File: src/rtl/sdx_pkg.sv
package sdx_pkg;

  typedef enum logic [1:0] {
    MODE_READ  = 2'b00,
    MODE_WRITE = 2'b01,
    MODE_REGRD = 2'b10,
    MODE_NONE  = 2'b11
  } sdx_mode_e;

  typedef enum logic [1:0] {
    ST_OK      = 2'b00,
    ST_TIMEOUT = 2'b01,
    ST_IOERR   = 2'b10
  } sdx_status_e;

  typedef enum logic [3:0] {
    S_IDLE,
    S_TOKW,
    S_RDAT,
    S_RCRC,
    S_WTOK,
    S_WDAT,
    S_WCRC,
    S_WRSP,
    S_WBSY,
    S_WOUT,
    S_FIN
  } sdx_state_e;

  localparam logic [7:0] FILL_BYTE   = 8'hFF;
  localparam logic [7:0] START_TOKEN = 8'hFE;
  localparam logic [7:0] PAD_BYTE    = 8'h00;
  localparam logic [3:0] RESP_ACCEPT = 4'b0101;
  localparam int         CRC_BYTES   = 2;

  function automatic logic is_fill(input logic [7:0] b);
    return b == FILL_BYTE;
  endfunction

  function automatic logic resp_accepted(input logic [7:0] b);
    return b[3:0] == RESP_ACCEPT;
  endfunction

  // true when the item numbered cnt (from zero) is the last of limit items
  function automatic logic at_last(input logic [31:0] cnt, input logic [31:0] limit);
    return (cnt + 32'd1) >= limit;
  endfunction

endpackage

File: src/rtl/sdx_cnt.sv
module sdx_cnt #(
  parameter int W = 8
) (
  input  logic         clk,
  input  logic         rst_n,
  input  logic         clr,
  input  logic         inc,
  output logic [W-1:0] q
);
  always_ff @(posedge clk or negedge rst_n) begin
    if (!rst_n)   q <= '0;
    else if (clr) q <= '0;
    else if (inc) q <= q + W'(1);
  end
endmodule

File: src/rtl/sdx_word_rev.sv
module sdx_word_rev #(
  parameter int WORDS      = 4,
  parameter int WORD_BYTES = 4
) (
  input  logic                    clk,
  input  logic                    rst_n,
  input  logic                    load,
  input  logic [7:0]              byte_in,
  input  logic                    shift,
  output logic [WORD_BYTES*8-1:0] word_out
);
  localparam int WBITS = WORD_BYTES * 8;
  localparam int BITS  = WORDS * WBITS;

  logic [BITS-1:0] buf_q;

  // bytes enter at the bottom, so the last-received word sits lowest
  always_ff @(posedge clk or negedge rst_n) begin
    if (!rst_n)     buf_q <= '0;
    else if (load)  buf_q <= {buf_q[BITS-9:0], byte_in};
    else if (shift) buf_q <= buf_q >> WBITS;
  end

  assign word_out = buf_q[WBITS-1:0];
endmodule

File: src/rtl/sdx_data_engine.sv
module sdx_data_engine
  import sdx_pkg::*;
#(
  parameter int MAX_LEN     = 512,
  parameter int TOKEN_TRIES = 20000,
  parameter int BUSY_TRIES  = 1000000,
  parameter int REG_WORDS   = 4,
  parameter int WORD_BYTES  = 4,
  localparam int LEN_W      = $clog2(MAX_LEN + 1),
  localparam int WBITS      = WORD_BYTES * 8
) (
  input  logic             clk,
  input  logic             rst_n,
  input  logic             start,
  input  logic [1:0]       mode,
  input  logic [LEN_W-1:0] len,
  output logic             busy,
  output logic             done,
  output logic [1:0]       status,
  output logic             spi_go,
  output logic [7:0]       spi_tx,
  input  logic             spi_done,
  input  logic [7:0]       spi_rx,
  input  logic [7:0]       wr_data,
  input  logic             wr_valid,
  output logic             wr_ready,
  output logic             rd_valid,
  output logic [7:0]       rd_data,
  output logic             word_valid,
  output logic [WBITS-1:0] word_data
);
  localparam int REG_BYTES = REG_WORDS * WORD_BYTES;
  localparam int BC_MAX    = (MAX_LEN > REG_BYTES) ? MAX_LEN : REG_BYTES;
  localparam int BC_W      = $clog2(BC_MAX + 1);
  localparam int TRY_MAX   = (TOKEN_TRIES > BUSY_TRIES) ? TOKEN_TRIES : BUSY_TRIES;
  localparam int TRY_W     = $clog2(TRY_MAX + 1);

  sdx_state_e       state_q, state_d;
  sdx_mode_e        mode_q;
  logic [LEN_W-1:0] len_q;
  sdx_status_e      status_q, status_d;
  logic             pend_q;

  logic [BC_W-1:0]  bc;
  logic [TRY_W-1:0] tc;
  logic             bc_clr, bc_inc, tc_clr, tc_inc;
  logic [BC_W-1:0]  eff_len;
  logic             bc_last;
  logic             need_byte;
  logic             accept;

  // named events for the checker
  logic ev_token_bad;
  logic ev_resp_reject;
  logic ev_accept;

  sdx_cnt #(.W(BC_W)) u_byte_cnt (
    .clk(clk), .rst_n(rst_n), .clr(bc_clr), .inc(bc_inc), .q(bc)
  );

  sdx_cnt #(.W(TRY_W)) u_try_cnt (
    .clk(clk), .rst_n(rst_n), .clr(tc_clr), .inc(tc_inc), .q(tc)
  );

  sdx_word_rev #(.WORDS(REG_WORDS), .WORD_BYTES(WORD_BYTES)) u_word_rev (
    .clk      (clk),
    .rst_n    (rst_n),
    .load     (accept && state_q == S_RDAT && mode_q == MODE_REGRD),
    .byte_in  (spi_rx),
    .shift    (state_q == S_WOUT),
    .word_out (word_data)
  );

  assign accept    = spi_done && pend_q;
  assign ev_accept = accept;
  assign eff_len   = (mode_q == MODE_REGRD) ? BC_W'(REG_BYTES) : BC_W'(len_q);
  assign bc_last   = at_last(32'(bc), 32'(eff_len));

  always_comb begin
    need_byte = 1'b0;
    spi_tx    = FILL_BYTE;
    unique case (state_q)
      S_TOKW, S_RDAT, S_RCRC, S_WRSP, S_WBSY: need_byte = 1'b1;
      S_WTOK: begin need_byte = 1'b1; spi_tx = START_TOKEN; end
      S_WDAT: begin need_byte = wr_valid; spi_tx = wr_data; end
      S_WCRC: begin need_byte = 1'b1; spi_tx = PAD_BYTE; end
      default: ;
    endcase
  end

  assign spi_go   = need_byte && !pend_q;
  assign wr_ready = (state_q == S_WDAT) && !pend_q;

  always_comb begin
    state_d        = state_q;
    status_d       = status_q;
    bc_clr         = 1'b0;
    bc_inc         = 1'b0;
    tc_clr         = 1'b0;
    tc_inc         = 1'b0;
    ev_token_bad   = 1'b0;
    ev_resp_reject = 1'b0;
    unique case (state_q)
      S_IDLE: begin
        if (start && sdx_mode_e'(mode) != MODE_NONE) begin
          bc_clr  = 1'b1;
          tc_clr  = 1'b1;
          state_d = (sdx_mode_e'(mode) == MODE_WRITE) ? S_WTOK : S_TOKW;
        end
      end
      S_TOKW: if (accept) begin
        if (is_fill(spi_rx)) begin
          if (at_last(32'(tc), 32'(TOKEN_TRIES))) begin
            status_d = ST_TIMEOUT;
            state_d  = S_FIN;
          end else begin
            tc_inc = 1'b1;
          end
        end else if (spi_rx == START_TOKEN) begin
          bc_clr  = 1'b1;
          state_d = (eff_len == '0) ? S_RCRC : S_RDAT;
        end else begin
          ev_token_bad = 1'b1;
          status_d     = ST_IOERR;
          state_d      = S_FIN;
        end
      end
      S_RDAT: if (accept) begin
        if (bc_last) begin bc_clr = 1'b1; state_d = S_RCRC; end
        else bc_inc = 1'b1;
      end
      S_RCRC: if (accept) begin
        if (at_last(32'(bc), 32'(CRC_BYTES))) begin
          bc_clr = 1'b1;
          if (mode_q == MODE_REGRD) state_d = S_WOUT;
          else begin status_d = ST_OK; state_d = S_FIN; end
        end else bc_inc = 1'b1;
      end
      S_WTOK: if (accept) begin
        bc_clr  = 1'b1;
        state_d = (len_q == '0) ? S_WCRC : S_WDAT;
      end
      S_WDAT: if (accept) begin
        if (bc_last) begin bc_clr = 1'b1; state_d = S_WCRC; end
        else bc_inc = 1'b1;
      end
      S_WCRC: if (accept) begin
        if (at_last(32'(bc), 32'(CRC_BYTES))) state_d = S_WRSP;
        else bc_inc = 1'b1;
      end
      S_WRSP: if (accept) begin
        if (resp_accepted(spi_rx)) begin
          tc_clr  = 1'b1;
          state_d = S_WBSY;
        end else begin
          ev_resp_reject = 1'b1;
          status_d       = ST_IOERR;
          state_d        = S_FIN;
        end
      end
      S_WBSY: if (accept) begin
        if (is_fill(spi_rx)) begin
          status_d = ST_OK;
          state_d  = S_FIN;
        end else if (at_last(32'(tc), 32'(BUSY_TRIES))) begin
          status_d = ST_TIMEOUT;
          state_d  = S_FIN;
        end else tc_inc = 1'b1;
      end
      S_WOUT: begin
        if (at_last(32'(bc), 32'(REG_WORDS))) begin
          status_d = ST_OK;
          state_d  = S_FIN;
        end else bc_inc = 1'b1;
      end
      S_FIN:   state_d = S_IDLE;
      default: state_d = S_IDLE;
    endcase
  end

  always_ff @(posedge clk or negedge rst_n) begin
    if (!rst_n) begin
      state_q  <= S_IDLE;
      mode_q   <= MODE_READ;
      len_q    <= '0;
      status_q <= ST_OK;
      pend_q   <= 1'b0;
    end else begin
      state_q  <= state_d;
      status_q <= status_d;
      if (state_q == S_IDLE && start) begin
        mode_q <= sdx_mode_e'(mode);
        len_q  <= len;
      end
      if (spi_go)        pend_q <= 1'b1;
      else if (spi_done) pend_q <= 1'b0;
    end
  end

  assign busy       = state_q != S_IDLE;
  assign done       = state_q == S_FIN;
  assign status     = status_q;
  assign rd_valid   = (state_q == S_RDAT) && accept && (mode_q == MODE_READ);
  assign rd_data    = spi_rx;
  assign word_valid = state_q == S_WOUT;

endmodule

File: config.mk
export PLATFORM = sky130hd
export DESIGN_NAME = sdx_data_engine
export DESIGN_NICKNAME = d
export VERILOG_FILES = /design/src/rtl/sdx_pkg.sv /design/src/rtl/sdx_cnt.sv /design/src/rtl/sdx_word_rev.sv /design/src/rtl/sdx_data_engine.sv
export SDC_FILE = /design/constraint.sdc
export NUM_CORES = 1
export LEC_CHECK = 0
export ABC_AREA = 0
export CORE_AREA = 2 2 169 171
export CTS_BUF_LIST = sky130_fd_sc_hd__clkbuf_4 sky130_fd_sc_hd__clkbuf_8 sky130_fd_sc_hd__clkbuf_16
export CTS_CLUSTER_SIZE = 20
export DETAILED_ROUTE_END_ITERATION = 16
export DIE_AREA = 0 0 171 173
export DONT_BUFFER_PORTS = 1
export PLACE_DENSITY = 0.55
export SYNTH_ARGS = -nofsm -noshare
export SYNTH_HDL_FRONTEND = slang
export SYNTH_SLANG_ARGS = --single-unit
File: constraint.sdc
create_clock -name clk -period 5.6 [get_ports clk]
set_input_delay 1.12 -clock clk [delete_from_list [all_inputs] [get_ports clk]]
set_output_delay 1.12 -clock clk [all_outputs]
set_load 0.02 [all_outputs]
Yosys cells after proc, flatten, opt, wreduce, memory -nomap -nowiden
Index checks and enable logic that the tools add are counted.

Register bits: 177. Output and inout port bits: 56. Word-level logic and storage cells: 152. Bits of input ports: 33.

Magnitude comparators: 5. Equality and inequality tests: 35. Add/subtract/negate cells: 4. Reduce and logical (&&, ||, !) cells: 24. Muxes and demuxes: 76.

Operators with widths (number): two-way mux 128 bit (2); two-way mux 4 bit (19); two-way mux 20 bit (2); case mux 4 bit (10 select lines) (1); >= comparator 32 x 10 -> 1 bit (1); >= comparator 32 x 15 -> 1 bit, second input constant (1); >= comparator 32 x 2 -> 1 bit, second input constant (1); two-way mux 2 bit (16); != test 2 bit, second input constant (16); two-way mux 10 bit (3); two-way mux 1 bit (25); case mux 8 bit (3 select lines) (1); adder 20 x 1 -> 21 bit, second input constant (1); >= comparator 21 x 20 -> 1 bit, second input constant (1); adder 20 x 1 -> 20 bit, second input constant (1); == test 4 x 3 -> 1 bit, second input constant (5); zero test 10 bit (2); == test 8 bit, second input constant (2); AND reduction 16 bit (1); == test 4 bit, second input constant (3); AND reduction 12 bit (1); adder 10 x 1 -> 11 bit, second input constant (1); >= comparator 11 x 3 -> 1 bit, second input constant (1); adder 10 x 1 -> 10 bit, second input constant (1); other kinds (20) (36).

Logic depth before layout (Yosys ltp)
Word-level depth: 8. Gate-level depth with buffers: 15.

Hierarchy
A second synthesis with hierarchy kept.

Cell total of the unflattened synthesis: 1015. Area total of the unflattened synthesis: 9625.5 µm².

By module, submodules not included: sdx_word_rev (times used 1, sequential area each 3203.1 µm², area each 5987.0 µm², cells an instance 586); sdx_data_engine (times used 1, sequential area each 475.5 µm², area each 2087.0 µm², cells an instance 275); sdx_cnt (u_try_cnt) (times used 1, sequential area each 500.5 µm², area each 1056.0 µm², cells an instance 107); sdx_cnt (u_byte_cnt) (times used 1, sequential area each 250.2 µm², area each 495.5 µm², cells an instance 47).

Worst setup path after synthesis
OpenSTA, ideal clock, no wires.

Kind: reg2reg. Start point: register u_byte_cnt.q[0]. End point: register u_byte_cnt.q[0]. Arrival time: 3.019 ns. Required time: 5.450 ns. Buffers on the path: 0. Path slack: 2.431 ns. Library setup time: 0.150 ns. Cell stages (with the launch flop): 15. Cells stage by stage: dfrtp_1 ha_1 nand3_1 nor2_1 and3_1 xor2_1 ha_1 nand2_1 a21o_1 o211ai_1 nand3_1 a21oi_1 a211oi_1 o41ai_2 nor2_1.

Word-level cells in the longest chain between the ends: 6.

RTL lines: start, declared (RTL line sdx_cnt.sv:8) `output logic [W-1:0] q`; start signal, assigned (RTL line sdx_cnt.sv:13) `else if (inc) q <= q + W'(1);`; adder 10 x 1 -> 11 bit (RTL line sdx_pkg.sv:46) `return (cnt + 32'd1) >= limit;`; >= comparator 32 x 10 -> 1 bit / >= comparator 32 x 2 -> 1 bit (equally long branches) (RTL line sdx_pkg.sv:46); two-way mux 1 bit (on tied branches); two-way mux 1 bit (on tied branches) (RTL line sdx_data_engine.sv:128, sdx_data_engine.sv:132); case mux 1 bit (5 select lines) / case mux 1 bit (3 select lines) (equally long branches) (RTL line sdx_data_engine.sv:103) `unique case (state_q)`; two-way mux 10 bit / nonzero test 2 bit (equally long branches).

Parallel ways exist; a longest one is shown, timed or not. The select of a mux whose other input is x is not followed. A chain may end at the register's enable or synchronous reset.

Final worst setup path
Start point: register state_q[1]. End point: output port rd_valid.

Word-level cells in the longest chain between the ends: 3.

RTL lines: start, declared (RTL line sdx_data_engine.sv:38) `sdx_state_e state_q, state_d;`; start signal, assigned (RTL line sdx_data_engine.sv:189) `state_q <= state_d;`; == test 4 x 2 -> 1 bit (RTL line sdx_data_engine.sv:203) `assign rd_valid = (state_q == S_RDAT) && accept && (mode_q == MODE_READ);`; logical AND 1 bit (2 in a row) (RTL line sdx_data_engine.sv:203); end, declared (RTL line sdx_data_engine.sv:27) `output logic rd_valid,`.

Every way passes these cells.

==> results.cfg <==
[outcome]
status = finished, final reports clean

[floorplanning]
die_h_um = 173
die-area_sq_um = 29580
std_cell_rows = 61
io_pins = 89
core_sq_um = 27630
die-width_um = 171
start_util_pct = 34.86

[worst_setup_path]
cp-end-kind = output port
rrSetupSlack_ps = 1780
rr_endpoint = u_byte_cnt.q[6]$_DFFE_PN0P_
critPathArrivalTime_ps = 2790
critPathRequiredTime_ps = 4480
startpoint_type = register
crit_type = reg2out
crit_path_max_fanout = 23
worstReg2RegStart = u_byte_cnt.q[0]$_DFFE_PN0P_
reg2regPathDepth = 14

[place]
io_buffers = 0
gp_congestion = 0.8101
place_hpwl_um = 15560
pre_cts_ws_ps = 1750

[sta]
timing.fmax_ghz = 0.2560
fin_tns_setup_ps = 0
tightest_slew_ps = 1073
slew_viol_final = 0
setup_ws_ps = 1694
finalHoldViolCount = 0
rsz0062_at_grt = false
fin_crit_ps = 3906
finalClockSkew_ps = 15.04
relSlewSlack_pct = 27.66
fin_crit_sh_pct = 69.76
setup_viol = 0

[min_path]
hold_path_class = in2async

[flow_run]
cap_viol_max_count = 0

[logic_synthesis]
synth_area_sq_um = 9630
seq_area_frac_synth_pct = 45.99
syn-num-nets = 1173
syn-instance-count = 1128
ys_types = 65
ys_seq_elements = 177
ys_warn_count = 0
yosys_most_used_dff = dfrtp_1
synth_edf_count = 0
syn_area_per_cell_sq_um = 8.538
async_flop_share_pct = 100.0

[detailed_routing]
routed.top_layer = met4
totalWireLength_um = 24230
wl_met2_um = 10940
wl_met1_um = 12050
routedWlPerCell_um = 16.98
viasPerCell = 5.331
final_antenna_net_count = 0
firstDrtPassIters = 7
wl_met3_um = 895
drtIter0Drc = 588
vias = 7608
drc = 0

[grt]
grt_pass1_wl_um = 39820
grt_pass1_vias = 7061
grt_overflow_total = 0
track_usage_pct = 16.74
grt_max_degree = 178
antenna_found_initial = 0

[finish]
syn2layout_area_growth_pct = 5.443
drive_gt1_share_pct = 7.531
nets = 1081
num_antenna_cells = 0
fillCellCount = 2881
final_cell_mix = nand2_1, dfrtp_1, nor2_1, a22oi_1, nand3_1
mostFrequentLayoutCell = nand2_1

[cts]
cts.path.max_buffers = 2
clockRootBuffer = clkbuf_16
cts_setup_buffers = 0
clkTransAtPathRegs_ps = 80
clk_latency_ps = 430
ctsHoldBuffers = 0
cts_max_level = 4
cts_made_buffers = 17
cts_tree = yes
cts_resized = 0
cts_sinks = 177

[power]
ir_drop_mv = 0.1847
p_per_area_nw_per_um2 = 442.7
p_leak_nw = 4.683
==> synth_stat cells, drive strengths merged (10+ instances only) <==
cell,count,area [sq um]
a21oi,13,65.06
a221o,14,140.1
a22oi,57,427.9
a31oi,50,312.8
and2,11,68.82
buf,59,395.4
clkbuf,60,226.5
dfrtp,177,4429
ha,12,150.1
inv,11,41.29
mux2,17,191.4
nand2,318,1196
nand3,51,255.2
nand4,13,102.6
nor2,95,371.6
nor3,24,120.1
nor4,15,108.9
o21ai,20,103.9
xnor2,10,87.58
xor2,16,140.1
==> through the flow <==
stage,instance area (sq um),power [W],hold slack (ps),util (%),std cells
floorplan,9630,0.003108,460.3,-,1128
global placement,9558,0.003293,477.5,34.59,1395
detailed placement,9558,0.003312,482.5,34.59,1395
CTS,10150,0.004539,369.7,36.75,1427
global route,10150,0.004797,362.0,36.75,1427
finish,10150,0.004496,381.9,36.75,1427
==> state kept, by name (all words and copies together) (netlist names) <==
signal and cells:
pend_q 1, status 2, u_byte_cnt.q 10, u_try_cnt.q 20, len_q 10, mode_q 2, state_q 4, u_word_rev.buf_q 128
==> kinds of logic after synthesis <==
family / synth area share (%)
DFF: 45.99
muxes: 2.404
adders and majority gates: 1.559
buffers and inverters: 6.886
xor gates and xnor gates: 2.364
and+or+nand+nor: 25.78
AOI/OAI and AO/OA: 15.02
==> worst max-delay path, cell delays in order (launching register included) <==
cell     delay (ps)
dfrtp_1         760
nor2b_1         690
nand3_1         280
nor3_1          630
==> layer usage <==
layer	global-route usage, %	vias to the layer above
li1	-	3697
met1	25.35	3771
met2	24.58	119
met3	3.021	21
met4	4.096	0
met5	0	-
==> worst max path at each step <==
stage | start | end | slack (ps) | cells after the start
global route | u_byte_cnt.q[0]$_DFFE_PN0P_ | u_byte_cnt.q[9]$_DFFE_PN0P_ | 1410 | 14
detailed placement | u_byte_cnt.q[0]$_DFFE_PN0P_ | u_byte_cnt.q[7]$_DFFE_PN0P_ | 1750 | 14
floorplan | u_byte_cnt.q[0]$_DFFE_PN0P_ | u_byte_cnt.q[0]$_DFFE_PN0P_ | 2430 | 14
finish | state_q[1]$_DFFE_PN0P_ | rd_valid | 1690 | 3
global placement | u_byte_cnt.q[0]$_DFFE_PN0P_ | u_byte_cnt.q[7]$_DFFE_PN0P_ | 1930 | 14
CTS | state_q[1]$_DFFE_PN0P_ | rd_valid | 1700 | 3
==> layout make-up <==
type                       instances  area, sq um  area share (%)
multi-input combinational        821         4553           44.84
timing repair buffer               8        60.06          0.5914
clock buffer                      18        432.9           4.263
tap                              378        473.0           4.657
clock inverter                    14        163.9           1.614
sequential                       177         4429           43.62
inverter                          11        42.54          0.4189
==> power breakdown <==
part           total, W  internal, W  switching, W  leakage [nW]
sequential      0.00220      0.00163      0.000578          2.26
clock           0.00121     0.000609      0.000597         0.290
combinational   0.00109     0.000449      0.000636          2.14
total           0.00450      0.00268       0.00181          4.68
Note: power is estimated with default switching activity, not from simulation.
